$ cat src/rtl/idle_sel_pkg.sv
package idle_sel_pkg;
  localparam int LAT_W = 32;
  typedef logic [LAT_W-1:0] lat_t;
  typedef logic [LAT_W:0]   lat_wide_t;

  typedef struct packed {
    lat_t entry_us;
    lat_t exit_us;
    lat_t min_res_us;
    lat_t wake_us;
    logic wake_present;
    logic disabled;
  } idle_desc_t;
endpackage

$ cat src/rtl/idle_state_eval.sv
module idle_state_eval
  import idle_sel_pkg::*;
(
  input  idle_desc_t desc_i,
  input  lat_t       predicted_us_i,
  input  lat_t       lat_limit_us_i,
  output logic       eligible_o
);
  lat_wide_t eff_wake;
  logic      res_ok, lat_ok;

  always_comb begin
    if (desc_i.wake_present) eff_wake = {1'b0, desc_i.wake_us};
    else                     eff_wake = {1'b0, desc_i.entry_us} + {1'b0, desc_i.exit_us};
    res_ok     = predicted_us_i >= desc_i.min_res_us;
    lat_ok     = eff_wake <= {1'b0, lat_limit_us_i};
    eligible_o = !desc_i.disabled && res_ok && lat_ok;
  end
endmodule

$ cat src/rtl/idle_scan_ctrl.sv
module idle_scan_ctrl #(
  parameter int N_STATES = 4,
  localparam int IDX_W   = (N_STATES > 1) ? $clog2(N_STATES) : 1
) (
  input  logic             clk_i,
  input  logic             rst_ni,
  input  logic             start_i,
  output logic             accept_o,
  output logic             busy_o,
  output logic             last_o,
  output logic [IDX_W-1:0] idx_o
);
  localparam logic [IDX_W-1:0] LAST_IDX = IDX_W'(N_STATES - 1);

  assign accept_o = start_i && !busy_o;
  assign last_o   = busy_o && (idx_o == LAST_IDX);

  always_ff @(posedge clk_i or negedge rst_ni) begin
    if (!rst_ni) begin
      busy_o <= 1'b0;
      idx_o  <= '0;
    end else if (accept_o) begin
      busy_o <= 1'b1;
      idx_o  <= '0;
    end else if (busy_o) begin
      if (last_o) busy_o <= 1'b0;
      else        idx_o  <= idx_o + 1'b1;
    end
  end
endmodule

$ cat src/rtl/idle_best_track.sv
module idle_best_track #(
  parameter int N_STATES = 4,
  localparam int IDX_W   = (N_STATES > 1) ? $clog2(N_STATES) : 1
) (
  input  logic             clk_i,
  input  logic             rst_ni,
  input  logic             clear_i,
  input  logic             step_i,
  input  logic             last_i,
  input  logic             eligible_i,
  input  logic [IDX_W-1:0] idx_i,
  output logic             done_o,
  output logic [IDX_W-1:0] idx_o,
  output logic             fallback_o
);
  logic             best_vld;
  logic [IDX_W-1:0] best_idx;

  // Ascending scan: a later hit is deeper and overwrites.
  always_ff @(posedge clk_i or negedge rst_ni) begin
    if (!rst_ni) begin
      best_vld <= 1'b0;
      best_idx <= '0;
    end else if (clear_i) begin
      best_vld <= 1'b0;
      best_idx <= '0;
    end else if (step_i && eligible_i) begin
      best_vld <= 1'b1;
      best_idx <= idx_i;
    end
  end

  always_ff @(posedge clk_i or negedge rst_ni) begin
    if (!rst_ni) begin
      done_o     <= 1'b0;
      idx_o      <= '0;
      fallback_o <= 1'b0;
    end else begin
      done_o <= last_i;
      if (last_i) begin
        if (eligible_i) begin
          idx_o      <= idx_i;
          fallback_o <= 1'b0;
        end else if (best_vld) begin
          idx_o      <= best_idx;
          fallback_o <= 1'b0;
        end else begin
          idx_o      <= '0;
          fallback_o <= 1'b1;
        end
      end
    end
  end
endmodule

$ cat src/rtl/idle_state_selector.sv
module idle_state_selector
  import idle_sel_pkg::*;
#(
  parameter int N_STATES = 4,
  localparam int IDX_W   = (N_STATES > 1) ? $clog2(N_STATES) : 1,
  localparam int TBL_W   = LAT_W * N_STATES
) (
  input  logic                clk_i,
  input  logic                rst_ni,
  input  logic                start_i,
  input  logic [LAT_W-1:0]    predicted_us_i,
  input  logic [LAT_W-1:0]    lat_limit_us_i,
  input  logic [TBL_W-1:0]    entry_us_i,
  input  logic [TBL_W-1:0]    exit_us_i,
  input  logic [TBL_W-1:0]    min_res_us_i,
  input  logic [TBL_W-1:0]    wake_us_i,
  input  logic [N_STATES-1:0] wake_present_i,
  input  logic [N_STATES-1:0] disabled_i,
  output logic                done_o,
  output logic [IDX_W-1:0]    idx_o,
  output logic                fallback_o
);
  idle_desc_t       tbl [N_STATES];
  idle_desc_t       cur_desc;
  lat_t             pred_q, limit_q;
  logic             accept, busy, last, eligible;
  logic [IDX_W-1:0] scan_idx;

  for (genvar g = 0; g < N_STATES; g++) begin : g_unpack
    assign tbl[g].entry_us     = entry_us_i[g*LAT_W +: LAT_W];
    assign tbl[g].exit_us      = exit_us_i[g*LAT_W +: LAT_W];
    assign tbl[g].min_res_us   = min_res_us_i[g*LAT_W +: LAT_W];
    assign tbl[g].wake_us      = wake_us_i[g*LAT_W +: LAT_W];
    assign tbl[g].wake_present = wake_present_i[g];
    assign tbl[g].disabled     = disabled_i[g];
  end

  assign cur_desc = tbl[scan_idx];

  always_ff @(posedge clk_i or negedge rst_ni) begin
    if (!rst_ni) begin
      pred_q  <= '0;
      limit_q <= '0;
    end else if (accept) begin
      pred_q  <= predicted_us_i;
      limit_q <= lat_limit_us_i;
    end
  end

  idle_scan_ctrl #(.N_STATES(N_STATES)) u_ctrl (
    .clk_i    (clk_i),
    .rst_ni   (rst_ni),
    .start_i  (start_i),
    .accept_o (accept),
    .busy_o   (busy),
    .last_o   (last),
    .idx_o    (scan_idx)
  );

  idle_state_eval u_eval (
    .desc_i         (cur_desc),
    .predicted_us_i (pred_q),
    .lat_limit_us_i (limit_q),
    .eligible_o     (eligible)
  );

  idle_best_track #(.N_STATES(N_STATES)) u_track (
    .clk_i      (clk_i),
    .rst_ni     (rst_ni),
    .clear_i    (accept),
    .step_i     (busy),
    .last_i     (last),
    .eligible_i (eligible),
    .idx_i      (scan_idx),
    .done_o     (done_o),
    .idx_o      (idx_o),
    .fallback_o (fallback_o)
  );
endmodule

$ cat config.mk
export PLATFORM = sky130hd
export DESIGN_NAME = idle_state_selector
export DESIGN_NICKNAME = d
export VERILOG_FILES = /design/src/rtl/idle_sel_pkg.sv /design/src/rtl/idle_state_eval.sv /design/src/rtl/idle_scan_ctrl.sv /design/src/rtl/idle_best_track.sv /design/src/rtl/idle_state_selector.sv
export SDC_FILE = /design/constraint.sdc
export NUM_CORES = 1
export LEC_CHECK = 0
export ABC_CLOCK_PERIOD_IN_PS = 7400
export BUFFER_PORTS_ARGS = -buffer_cell sky130_fd_sc_hd__buf_2
export CAP_MARGIN = 5
export CORE_AREA = 2 2 228 230
export CTS_BUF_LIST = sky130_fd_sc_hd__clkbuf_4
export CTS_CLUSTER_DIAMETER = 50
export DETAILED_ROUTE_END_ITERATION = 8
export DIE_AREA = 0 0 230 232
export GPL_TIMING_DRIVEN = 0
export PLACE_DENSITY_LB_ADDON = 0.08
export SKIP_LAST_GASP = 1
export SYNTH_ARGS = -nofsm -noshare
export SYNTH_HDL_FRONTEND = slang
export SYNTH_SLANG_ARGS = --single-unit
$ cat constraint.sdc
create_clock -name clk_i -period 7.4 [get_ports clk_i]
set_input_delay 1.11 -clock clk_i [delete_from_list [all_inputs] [get_ports clk_i]]
set_output_delay 1.11 -clock clk_i [all_outputs]
set_load 0.005 [all_outputs]
# --- After elaboration in Yosys (flattened, before gate mapping) ---
# Cells that the tools add are included.
word_totals:
  in_bits: 587
  out_inout_bits: 4
  wordCells: 45
  reg_bits: 74
op_classes:
  n_mux: 18
  bitwise_logic: 1
  n_lt_le_gt_ge: 3
  reduce_logical: 10
  eq_ne: 2
  n_addsub: 2
op_table:
  columns: ["op", "count"]
  rows:
  - ["binary-select mux 130 bit (select 2 bit)", 1]
  - ["two-way mux 130 bit", 2]
  - ["adder 32 x 32 -> 33 bit", 1]
  - ["<= comparator 33 x 32 -> 1 bit", 1]
  - ["two-way mux 33 bit", 1]
  - [">= comparator 32 bit", 1]
  - ["two-way mux 2 bit", 7]
  - ["two-way mux 1 bit", 7]
  - ["logical AND 1 bit", 5]
  - ["nonzero test 2 bit", 2]
  - [">= comparator 3 bit (second input constant)", 1]
  - ["NOT 2 -> 3 bit", 1]
  - ["adder 2 x 1 -> 2 bit (second input constant)", 1]
  - ["equality test 2 bit (second input constant)", 1]
  - ["zero test 1 bit", 2]
  - ["!= test 2 bit (second input constant)", 1]
  - ["AND reduction 2 bit", 1]

# --- Logic depth before layout (Yosys ltp) ---
# Gate-level depths: netlist of run 1.
depth:
  depth_word: 11
  ltp_mapped: 24
  depth_no_buf: 21

# --- Hierarchy ---
# A second synthesis of run 1 with hierarchy kept.
unflattened:
  hier_cells: 850
  hier_area_um2: 9650.5
modules_own_cells:
  columns: ["module", "area_per_inst_um2", "cells_per_inst", "n_inst", "seq_area_each_um2"]
  rows:
  - ["idle_state_selector", 5604.1, 294, 1, 1601.5]
  - ["idle_state_eval", 3608.5, 517, 1, 0.0]
  - ["idle_best_track", 292.8, 26, 1, 175.2]
  - ["idle_scan_ctrl", 145.1, 13, 1, 75.1]

# --- Worst setup path after synthesis of run 1 ---
# Ideal clock, no wire load.
synth_path:
  path_type: "register to register"
  from: "reg u_ctrl.idx_o[0]"
  to: "reg u_track.best_idx[0]"
  arrival_time_ns: 6.044
  required_ns: 7.279
  slack_ns: 1.235
  n_path_buf: 3
  setup_ns: 0.121
  synth_period_minus_slack_ns: 6.165
  path_stages_with_launch: 22
  path_cell_list: "dfrtp_1 buf_2 buf_1 buf_1 mux4_2 ha_1 or3_1 o2111ai_1 nand2_1 a21boi_0 nor2_1 xor2_1 mux2_2 ha_1 nand4_2 or4_4 nor4_4 a41oi_1 a211oi_2 o211ai_2 mux2_1 a22o_1"
synth_via:
  elab_chain_len: 10
  word_cells_on_any_way: 15
  cone_classes: "add/sub: 1; order compare: 2; mux: 6; bitwise: 1; reduce/logical: 5"
synth_rtl:
  columns: ["element", "line_no", "text"]
  rows:
  - ["from (decl)", "idle_scan_ctrl.sv:11", "output logic [IDX_W-1:0] idx_o"]
  - ["from (signal assigned)", "idle_scan_ctrl.sv:27", "else idx_o <= idx_o + 1'b1;"]
  - ["NOT 2 -> 3 bit (implied by the code)", "idle_state_selector.sv:38", "assign cur_desc = tbl[scan_idx];"]
  - ["binary-select mux 130 bit (select 2 bit)", "idle_state_selector.sv:38", null]
  - ["two-way mux 130 bit (implied by the code) (2 in series)", "idle_state_selector.sv:38", null]
  - ["adder 32 x 32 -> 33 bit", "idle_state_eval.sv:14", "else eff_wake = {1'b0, desc_i.entry_us} + {1'b0, desc_i.exit_us};"]
  - ["two-way mux 33 bit", "idle_state_eval.sv:13", "if (desc_i.wake_present) eff_wake = {1'b0, desc_i.wake_us};"]
  - ["<= comparator 33 x 32 -> 1 bit", "idle_state_eval.sv:16", "lat_ok = eff_wake <= {1'b0, lat_limit_us_i};"]
  - ["logical AND 1 bit", "idle_state_eval.sv:17", "eligible_o = !desc_i.disabled && res_ok && lat_ok;"]
  - ["logical AND 1 bit", "idle_best_track.sv:27", "end else if (step_i && eligible_i) begin"]
  - ["nonzero test 2 bit (no source line)", null, null]
  - ["to (signal assigned)", "idle_best_track.sv:29", "best_idx <= idx_i;"]
  - ["to (decl)", "idle_best_track.sv:17", "logic [IDX_W-1:0] best_idx;"]
# Several ways; a longest one is shown, not always the timed one. The select of a mux whose other input is x is not followed.
# A chain may end at the register's enable or synchronous reset.

# --- Worst setup path in the final report of run 1 ---
# Same ends and word-level chain as after synthesis.

==> impl_metrics.prom, run 1 <==
# TYPE chip_impl_metric gauge
chip_impl_metric{name="num_rows",unit=""} 83
chip_impl_metric{name="timing.clock.skew",unit="ns"} 0.0120
chip_impl_metric{name="synthMuxAreaShare",unit=""} 0.360
chip_impl_metric{name="routed_wl",unit="microns"} 45900
chip_impl_metric{name="number_of_cells_on_the_critical_path",unit=""} 22
chip_impl_info{name="r2r_end",value="u_track.best_idx[0]$_DFFE_PN0P_"} 1
chip_impl_metric{name="final_layout_size_suffix_gt1_frac",unit=""} 0.530
chip_impl_metric{name="area.growth.synth_to_final",unit="%"} 43.3
chip_impl_metric{name="fin_total_pwr",unit="uW"} 6110
chip_impl_metric{name="clkPwrFrac",unit=""} 0.039
chip_impl_metric{name="global_route.overflow_total",unit=""} 0
chip_impl_info{name="worst_setup_path_end_kind",value="flip-flop"} 1
chip_impl_metric{name="post_cts.repair.setup_buffers",unit=""} 0
chip_impl_metric{name="grt.met1_usage",unit=""} 0.210
chip_impl_info{name="synth_top_family_by_area",value="multiplexers"} 1
chip_impl_metric{name="timing.critical_path.required",unit="ns"} 7.78
chip_impl_metric{name="post_synth_inst_count",unit=""} 900
chip_impl_metric{name="grt_start_max_net_pins",unit=""} 53
chip_impl_metric{name="die_w",unit="microns"} 230
chip_impl_metric{name="gr-usage-met2",unit=""} 0.305
chip_impl_metric{name="totalNegativeSetupSlack",unit="ns"} 0
chip_impl_metric{name="power.ir.vdd_worst",unit="mV"} 0.131
chip_impl_metric{name="fmax",unit="MHz"} 145
chip_impl_metric{name="drcViolationCount",unit=""} 0
chip_impl_metric{name="cts_sinks",unit=""} 74
chip_impl_metric{name="sw_share",unit=""} 0.519
chip_impl_metric{name="crit_buf_inv",unit=""} 3
chip_impl_metric{name="synth-seq-cells",unit=""} 74
chip_impl_metric{name="timing_max_transition_violations_final",unit=""} 0
chip_impl_metric{name="postSynthNetCount",unit=""} 1585
chip_impl_info{name="cp_slowest_cell",value="sky130_fd_sc_hd__mux4_2"} 1
chip_impl_info{name="cts_tree",value="done"} 1
chip_impl_metric{name="clockBufferDepth",unit=""} 2
chip_impl_metric{name="setup-violations-final",unit=""} 0
chip_impl_info{name="grt-busiest-layer",value="met2"} 1
chip_impl_metric{name="synthXorXnorAreaFrac",unit=""} 0.0243
chip_impl_metric{name="numCtsBuffers",unit=""} 9
chip_impl_metric{name="max_slew.worst_pin.slew",unit="ns"} 1.16
chip_impl_metric{name="layout_worst_path_cycle_share",unit=""} 0.933
chip_impl_metric{name="synth_sequential_area_ratio",unit=""} 0.198
chip_impl_metric{name="clk_pin_slew_worst_paths",unit="ns"} 0.14
chip_impl_metric{name="io_pins",unit=""} 591
chip_impl_metric{name="synth_compound_gate_area_share",unit=""} 0.140
chip_impl_metric{name="cts-hold-fix-buffers",unit=""} 0
chip_impl_metric{name="coreArea",unit="sq um"} 50900
chip_impl_metric{name="grt_use_met3",unit=""} 0.0325
chip_impl_metric{name="grt_first_pass_wirelength",unit="microns"} 66700
chip_impl_metric{name="power.density_cell_area",unit="nW/um^2"} 454
chip_impl_info{name="rsz0062_at_grt",value="false"} 1
chip_impl_metric{name="maxCapViolCount",unit=""} 0
chip_impl_info{name="worst_path_most_repeated_cell",value="sky130_fd_sc_hd__buf_2"} 1
chip_impl_metric{name="hpwl",unit="microns"} 40400
chip_impl_info{name="critical_path.endpoint",value="u_track.best_idx[0]$_DFFE_PN0P_"} 1
chip_impl_info{name="run_status",value="complete, no violations"} 1
chip_impl_metric{name="clock_tree.htree_level_count",unit=""} 3
chip_impl_metric{name="dr.pass1.iters",unit=""} 6
chip_impl_metric{name="period_minus_slack",unit="ns"} 6.91
chip_impl_info{name="criticalPathCategory",value="reg2reg"} 1
chip_impl_info{name="clock_tree.root_cell",value="sky130_fd_sc_hd__clkbuf_4"} 1
chip_impl_metric{name="globalplace.congestion",unit=""} 0.786
chip_impl_metric{name="global_route.usage.total",unit=""} 0.169
chip_impl_info{name="synth_top_cells_by_count",value="sky130_fd_sc_hd__mux4_2, sky130_fd_sc_hd__ha_1, sky130_fd_sc_hd__nand2_1"} 1
chip_impl_metric{name="synth_warnings",unit=""} 0
chip_impl_metric{name="synth_adder_area_share",unit=""} 0.132
chip_impl_info{name="critical_path.top_delay_family",value="compound AO/OA/AOI/OAI gates"} 1
chip_impl_info{name="startpoint_type",value="flip-flop"} 1
chip_impl_metric{name="synth-simple-area-share",unit=""} 0.0949
chip_impl_metric{name="design.final.nets",unit=""} 2188
chip_impl_info{name="yosysTopAreaCell",value="sky130_fd_sc_hd__mux4_2"} 1
chip_impl_metric{name="grt_pass1_vias",unit=""} 10700
chip_impl_metric{name="synth-edff-count",unit=""} 0
chip_impl_metric{name="p_comb_frac",unit=""} 0.848
chip_impl_metric{name="ff2ff_setup_slack",unit="ns"} 0.49
chip_impl_metric{name="unique_masters_post_synth",unit=""} 59
chip_impl_metric{name="multiInputGateArea",unit="sq um"} 7080
chip_impl_metric{name="postCtsResizedCells",unit=""} 23
chip_impl_metric{name="drt.antenna.violating_nets",unit=""} 0
chip_impl_info{name="critical_path.reg2reg.startpoint",value="u_ctrl.idx_o[0]$_DFFE_PN0P_"} 1
chip_impl_info{name="synth.area.top_cells",value="sky130_fd_sc_hd__mux4_2, sky130_fd_sc_hd__dfrtp_1, sky130_fd_sc_hd__ha_1"} 1
chip_impl_metric{name="route.detailed.vias_per_inst",unit=""} 4.47
chip_impl_metric{name="timing.final.ws_setup",unit="ns"} 0.495
chip_impl_metric{name="ff_latch_area",unit="sq um"} 1850
chip_impl_metric{name="synthesis.area_per_instance",unit="sq um"} 10.4
chip_impl_metric{name="switchingPower",unit="uW"} 3170
chip_impl_metric{name="synth_top_area_frac",unit=""} 0.312
chip_impl_metric{name="static-leakage-power",unit="uW"} 0.00638
chip_impl_metric{name="slowest_delay",unit="ns"} 0.60
chip_impl_metric{name="internal_power",unit="uW"} 2940
chip_impl_metric{name="power.sequential.fraction",unit=""} 0.113
chip_impl_metric{name="post-place-ws",unit="ns"} -0.970
chip_impl_metric{name="rr_worst_depth",unit=""} 22
chip_impl_metric{name="die_y",unit="microns"} 232
chip_impl_metric{name="design.die.area",unit="sq um"} 53400
chip_impl_metric{name="worst_slew_margin_rel",unit=""} 0.229
chip_impl_metric{name="asyncSetResetFlopFracSynth",unit=""} 1.00
chip_impl_metric{name="arrival",unit="ns"} 7.28
chip_impl_metric{name="mappedNetlistArea",unit="sq um"} 9380
chip_impl_metric{name="wire_per_inst",unit="microns"} 20.9
chip_impl_info{name="yosys.cell_count.top_type",value="sky130_fd_sc_hd__mux4_2"} 1
chip_impl_metric{name="place.port_buffers",unit=""} 590
chip_impl_info{name="synth_top_flop_cell",value="sky130_fd_sc_hd__dfrtp_1"} 1
chip_impl_metric{name="skew_pair_late_insertion_delay",unit="ns"} 0.47
chip_impl_metric{name="initialDrtViolationCount",unit=""} 412
chip_impl_metric{name="grt_antenna_before_repair",unit=""} 13
chip_impl_metric{name="dr_total_vias",unit=""} 9835
chip_impl_metric{name="initial_utilization",unit=""} 0.184
chip_impl_info{name="critical_path.startpoint",value="u_ctrl.idx_o[0]$_DFFE_PN0P_"} 1
chip_impl_metric{name="worst-path-max-fanout",unit=""} 10
chip_impl_metric{name="report.final.hold_viol_count",unit=""} 0
chip_impl_info{name="cp_cell_sequence",value="buf_2 > buf_2 > buf_2 > mux4_2 > ha_1 > a211oi_1 > o21bai_1 > o2111ai_2 > nand2_1 > a21boi_0 > nor2_1 > xor2_1 > mux2_2 > ha_1 > nand4_2 > or4_4 > nor4_4 > a41oi_1 > a211oi_2 > o211ai_2 > mux2_1 > a22o_1"} 1
chip_impl_metric{name="fillerInstances",unit=""} 5578
chip_impl_info{name="min_path_type",value="in2async"} 1
cells in the final DEF, fill, tap and decap left out, types with 4 or more instances in the layout:
cell                       count
sky130_fd_sc_hd__buf_2       596
sky130_fd_sc_hd__mux4_2      130
sky130_fd_sc_hd__ha_1         97
sky130_fd_sc_hd__nand2_1      93
sky130_fd_sc_hd__o21ai_0      86
sky130_fd_sc_hd__inv_1        80
sky130_fd_sc_hd__dfrtp_1      74
sky130_fd_sc_hd__a21oi_1      57
sky130_fd_sc_hd__mux2_2       35
sky130_fd_sc_hd__clkbuf_1     25
sky130_fd_sc_hd__nor2_1       25
sky130_fd_sc_hd__clkbuf_4     15
sky130_fd_sc_hd__xnor2_1      14
sky130_fd_sc_hd__nand3_1      13
sky130_fd_sc_hd__a21o_1       13
sky130_fd_sc_hd__xor2_1       12
sky130_fd_sc_hd__nand4_1      11
sky130_fd_sc_hd__diode_2      10
sky130_fd_sc_hd__a211oi_1      8
sky130_fd_sc_hd__buf_1         7
sky130_fd_sc_hd__o211ai_1      7
sky130_fd_sc_hd__o21bai_1      6
sky130_fd_sc_hd__nor3_1        6
sky130_fd_sc_hd__or3_1         5
sky130_fd_sc_hd__o31ai_1       5
sky130_fd_sc_hd__and3_1        5
sky130_fd_sc_hd__o21a_1        5
sky130_fd_sc_hd__nor2b_1       5
sky130_fd_sc_hd__nor3b_1       5
sky130_fd_sc_hd__clkbuf_2      4
cells by family (layout without fill, tap and decap cells):
family	after synthesis	in the layout
adder cells (fa/ha/maj)	98	98
flip-flops	74	74
XOR/XNOR	26	26
AND/OR/NAND/NOR	185	185
multiplexers	170	170
AO/OA/AOI/OAI	218	218
buffers and inverters	129	737
other	0	10
registers in the layout, indices dropped and copies added (netlist names):
register and count:
u_track.idx_o 2, u_track.done_o 1, u_track.best_vld 1, u_track.best_idx 2, u_ctrl.busy_o 1, u_ctrl.idx_o 2
u_track.fallback_o 1, pred_q 32, limit_q 32
per-layer routing:
layer	wire [microns]	share of wire	vias to the layer above
met4	347	0.0076	0
met3	2300	0.050	21
met1	19600	0.43	4820
met5	0	0	-
li1	-	-	4699
met2	23600	0.51	295
area by class of cell:
cell class | instances | area share
multi-input combinational | 697 | 0.527
timing repair buffer | 593 | 0.224
sequential | 74 | 0.138
tap | 680 | 0.0633
inverter | 80 | 0.0224
buffer | 48 | 0.0160
clock buffer | 10 | 0.00559
clock inverter | 6 | 0.00251
antenna | 10 | 0.00186
how the worst min path moves through the flow:
stage	start	endpoint	slack [ns]	depth (start not counted)
after CTS	rst_ni	limit_q[4]$_DFFE_PN0P_	0.46	1
after floorplan	u_track.idx_o[0]$_DFFE_PN0P_	u_track.idx_o[0]$_DFFE_PN0P_	0.47	2
after global routing	rst_ni	u_track.fallback_o$_DFFE_PN0P_	0.46	1
after detailed placement	u_track.idx_o[1]$_DFFE_PN0P_	u_track.idx_o[1]$_DFFE_PN0P_	0.50	1
final	rst_ni	u_track.fallback_o$_DFFE_PN0P_	0.52	1
after global placement	u_track.idx_o[1]$_DFFE_PN0P_	u_track.idx_o[1]$_DFFE_PN0P_	0.49	1
power by group through the flow:
stage                     clock network [uW]  logic (uW)  registers, uW
after floorplan                            0        3610            670
after global placement                     0        5220            693
after detailed placement                   0        5230            693
after CTS                                266        5280            684
after global routing                     282        5880            717
final                                    240        5180            689
per-stage QoR:
stage	cells	cell area [sq um]	hold WS, ns	util
floorplan	900	9380	0.473	-
global placement	2170	13200	0.490	0.259
detailed placement	2173	13200	0.497	0.260
CTS	2189	13400	0.464	0.263
global route	2194	13400	0.462	0.264
finish	2198	13400	0.524	0.264
Power figures use the tool's default switching activity.
==> inputs of run 2 (changes only) <==
--- a/config.mk
+++ b/config.mk
@@ -5,14 +5,14 @@
 export SDC_FILE = /design/constraint.sdc
 export NUM_CORES = 1
 export LEC_CHECK = 0
-export ABC_CLOCK_PERIOD_IN_PS = 7400
+export ABC_CLOCK_PERIOD_IN_PS = 6200
 export BUFFER_PORTS_ARGS = -buffer_cell sky130_fd_sc_hd__buf_2
 export CAP_MARGIN = 5
-export CORE_AREA = 2 2 228 230
+export CORE_AREA = 2 2 232 234
 export CTS_BUF_LIST = sky130_fd_sc_hd__clkbuf_4
 export CTS_CLUSTER_DIAMETER = 50
 export DETAILED_ROUTE_END_ITERATION = 8
-export DIE_AREA = 0 0 230 232
+export DIE_AREA = 0 0 234 236
 export GPL_TIMING_DRIVEN = 0
 export PLACE_DENSITY_LB_ADDON = 0.08
 export SKIP_LAST_GASP = 1
==> constraint.sdc (replaced) <==
create_clock -name clk_i -period 6.2 [get_ports clk_i]
set_input_delay 0.93 -clock clk_i [delete_from_list [all_inputs] [get_ports clk_i]]
set_output_delay 0.93 -clock clk_i [all_outputs]
set_load 0.005 [all_outputs]
==> run 2 against run 1 <==
Clock skew is 0.0010 ns lower. Routed wire length is 3.2% higher. Die area increased by 3.5%. Sequential share of layout area shrank 0.47 points. Worst hold slack worse by 0.10 ns. Global-route usage down 0.11 points. Non-clock buffer count grew 20. Design area increased by 3.6%. Setup slack worse by 0.25 ns.
==> impl_metrics.prom, run 2 (synthesis results as in run 1) <==
# TYPE chip_impl_metric gauge
chip_impl_info{name="run_status",value="complete, no violations"} 1
chip_impl_info{name="worst_path_most_repeated_cell",value="sky130_fd_sc_hd__a211oi_2"} 1
chip_impl_metric{name="timing_max_transition_violations_final",unit=""} 0
chip_impl_metric{name="clkPwrFrac",unit=""} 0.039
chip_impl_info{name="most_frequent_standard_cell_in_the_layout_excluding_fill_and_tap_cells",value="sky130_fd_sc_hd__buf_2"} 1
chip_impl_info{name="cts_tree",value="done"} 1
chip_impl_metric{name="clockBufferDepth",unit=""} 2
chip_impl_metric{name="max_slew.worst_pin.slew",unit="ns"} 1.26
chip_impl_info{name="critical_path.reg2reg.startpoint",value="u_ctrl.idx_o[0]$_DFFE_PN0P_"} 1
chip_impl_metric{name="fillerInstances",unit=""} 5756
chip_impl_metric{name="clk_pin_slew_worst_paths",unit="ns"} 0.13
chip_impl_info{name="r2r_end",value="u_track.best_idx[1]$_DFFE_PN0P_"} 1
chip_impl_metric{name="grt_first_pass_wirelength",unit="microns"} 67800
chip_impl_metric{name="io_pins",unit=""} 591
chip_impl_metric{name="multiInputGateArea",unit="sq um"} 7280
chip_impl_metric{name="cts-hold-fix-buffers",unit=""} 0
chip_impl_metric{name="grt_start_max_net_pins",unit=""} 41
chip_impl_metric{name="route.detailed.vias_per_inst",unit=""} 4.49
chip_impl_metric{name="cts_sinks",unit=""} 74
chip_impl_info{name="critical_path.startpoint",value="u_ctrl.idx_o[0]$_DFFE_PN0P_"} 1
chip_impl_metric{name="p_comb_frac",unit=""} 0.858
chip_impl_info{name="criticalPathCategory",value="reg2reg"} 1
chip_impl_metric{name="clock_tree.htree_level_count",unit=""} 3
chip_impl_info{name="min_path_type",value="in2async"} 1
chip_impl_info{name="critical_path.endpoint",value="u_track.best_idx[1]$_DFFE_PN0P_"} 1
chip_impl_metric{name="timing.clock.skew",unit="ns"} 0.0110
chip_impl_info{name="critical_path.top_delay_family",value="compound AO/OA/AOI/OAI gates"} 1
chip_impl_metric{name="die_y",unit="microns"} 236
chip_impl_metric{name="static-leakage-power",unit="uW"} 0.00655
chip_impl_metric{name="finalHoldWorstSlack",unit="ns"} 0.423
chip_impl_metric{name="wire_per_inst",unit="microns"} 21.3
chip_impl_metric{name="routed_wl",unit="microns"} 47400
chip_impl_info{name="startpoint_type",value="flip-flop"} 1
chip_impl_metric{name="ff2ff_setup_slack",unit="ns"} 0.25
chip_impl_metric{name="internal_power",unit="uW"} 3920
chip_impl_metric{name="arrival",unit="ns"} 6.32
chip_impl_metric{name="final_layout_size_suffix_gt1_frac",unit=""} 0.558
chip_impl_metric{name="drcViolationCount",unit=""} 0
chip_impl_metric{name="sw_share",unit=""} 0.511
chip_impl_metric{name="place.port_buffers",unit=""} 590
chip_impl_metric{name="grt_pass1_vias",unit=""} 10800
chip_impl_metric{name="grt_antenna_before_repair",unit=""} 13
chip_impl_metric{name="numCtsBuffers",unit=""} 9
chip_impl_metric{name="power.sequential.fraction",unit=""} 0.103
chip_impl_metric{name="die_w",unit="microns"} 234
chip_impl_metric{name="global_route.overflow_total",unit=""} 0
chip_impl_metric{name="timing.critical_path.required",unit="ns"} 6.57
chip_impl_metric{name="layout_worst_path_cycle_share",unit=""} 0.960
chip_impl_metric{name="rr_worst_depth",unit=""} 25
chip_impl_metric{name="slowest_delay",unit="ns"} 0.43
chip_impl_info{name="clock_tree.root_cell",value="sky130_fd_sc_hd__clkbuf_4"} 1
chip_impl_metric{name="worst_slew_margin_rel",unit=""} 0.160
chip_impl_metric{name="area.growth.synth_to_final",unit="%"} 48.4
chip_impl_metric{name="globalplace.congestion",unit=""} 0.815
chip_impl_metric{name="hpwl",unit="microns"} 41000
chip_impl_metric{name="switchingPower",unit="uW"} 4090
chip_impl_metric{name="dr_total_vias",unit=""} 10000
chip_impl_info{name="registers_with_the_highest_flip_flop_counts",value="limit_q: 32 flops, pred_q: 32 flops"} 1
chip_impl_metric{name="period_minus_slack",unit="ns"} 5.95
chip_impl_metric{name="fmax",unit="MHz"} 168
chip_impl_metric{name="crit_buf_inv",unit=""} 5
chip_impl_metric{name="initial_utilization",unit=""} 0.177
chip_impl_info{name="cp_slowest_cell",value="sky130_fd_sc_hd__or4_1"} 1
chip_impl_metric{name="number_of_cells_on_the_critical_path",unit=""} 25
chip_impl_metric{name="num_rows",unit=""} 85
chip_impl_metric{name="power.ir.vdd_worst",unit="mV"} 0.213
chip_impl_metric{name="dr.pass1.iters",unit=""} 4
chip_impl_metric{name="skew_pair_late_insertion_delay",unit="ns"} 0.47
chip_impl_metric{name="design.die.area",unit="sq um"} 55200
chip_impl_metric{name="setup-violations-final",unit=""} 0
chip_impl_metric{name="power.density_cell_area",unit="nW/um^2"} 576
chip_impl_info{name="worst_setup_path_end_kind",value="flip-flop"} 1
chip_impl_metric{name="coreArea",unit="sq um"} 53100
chip_impl_metric{name="initialDrtViolationCount",unit=""} 376
chip_impl_metric{name="drt.antenna.violating_nets",unit=""} 0
chip_impl_info{name="most-common-layout-cells",value="sky130_fd_sc_hd__buf_2, sky130_fd_sc_hd__mux4_2, sky130_fd_sc_hd__nand2_1"} 1
chip_impl_metric{name="global_route.usage.total",unit=""} 0.168
chip_impl_metric{name="maxCapViolCount",unit=""} 0
chip_impl_metric{name="ff_latch_area",unit="sq um"} 1850
chip_impl_metric{name="totalNegativeSetupSlack",unit="ns"} 0
chip_impl_metric{name="worst-path-max-fanout",unit=""} 10
chip_impl_metric{name="design.final.nets",unit=""} 2208
chip_impl_metric{name="report.final.hold_viol_count",unit=""} 0
-- run 2: layer usage --
| metal | global-route usage | vias up | share of wire |
|---|---|---|---|
| met3 | 0.0305 | 39 | 0.048 |
| met5 | 0 | - | 0.00093 |
| met4 | 0.0353 | 8 | 0.015 |
| met1 | 0.212 | 4900 | 0.43 |
| met2 | 0.295 | 314 | 0.50 |
| li1 | - | 4744 | - |
-- run 2: how the worst min path moves through the flow --
stage | to | slack, ns | startpoint | cells past startpoint
after floorplan | u_track.idx_o[0]$_DFFE_PN0P_ | 0.47 | u_track.idx_o[0]$_DFFE_PN0P_ | 2
after global routing | pred_q[21]$_DFFE_PN0P_ | 0.40 | rst_ni | 1
final | pred_q[21]$_DFFE_PN0P_ | 0.42 | rst_ni | 1
after detailed placement | u_track.idx_o[0]$_DFFE_PN0P_ | 0.47 | u_track.idx_o[0]$_DFFE_PN0P_ | 2
after global placement | u_track.idx_o[0]$_DFFE_PN0P_ | 0.47 | u_track.idx_o[0]$_DFFE_PN0P_ | 2
after CTS | pred_q[21]$_DFFE_PN0P_ | 0.39 | rst_ni | 1
-- run 2: through the flow --
| stage | area (sq um) | utilization | total power (uW) | cells | setup slack (ns) |
|---|---|---|---|---|---|
| after global placement | 13200 | 0.249 | 7110 | 2186 | -2.97 |
| after detailed placement | 13200 | 0.249 | 7130 | 2188 | -2.38 |
| after CTS | 13600 | 0.256 | 7800 | 2207 | 0.00218 |
| after floorplan | 9380 | - | 5110 | 900 | 0.0350 |
| final | 13900 | 0.262 | 8010 | 2228 | 0.247 |
| after global routing | 13900 | 0.262 | 8850 | 2228 | -0.0312 |
-- run 2: cell type report --
type                    instances  area share
clock inverters                 5     0.00333
well taps                     696      0.0626
multi-input cells             697       0.523
diodes                          5    0.000899
flip-flops and latches         74       0.133
repair buffers                614       0.227
plain buffers                  47      0.0226
clock buffers                  10     0.00539
inverters                      80      0.0216
-- run 2: timing repair --
item,CTS,global route
pin swaps,8,13
resized for setup,83,47
endpoints found under the setup margin,6,6
buffers inserted,6,15
-- run 2: power by group through the flow --
stage	sequential, uW	combinational [uW]	clock, uW
CTS	826	6630	338
finish	823	6880	313
global route	854	7650	349
detailed placement	829	6300	0
global placement	828	6280	0
floorplan	800	4310	0
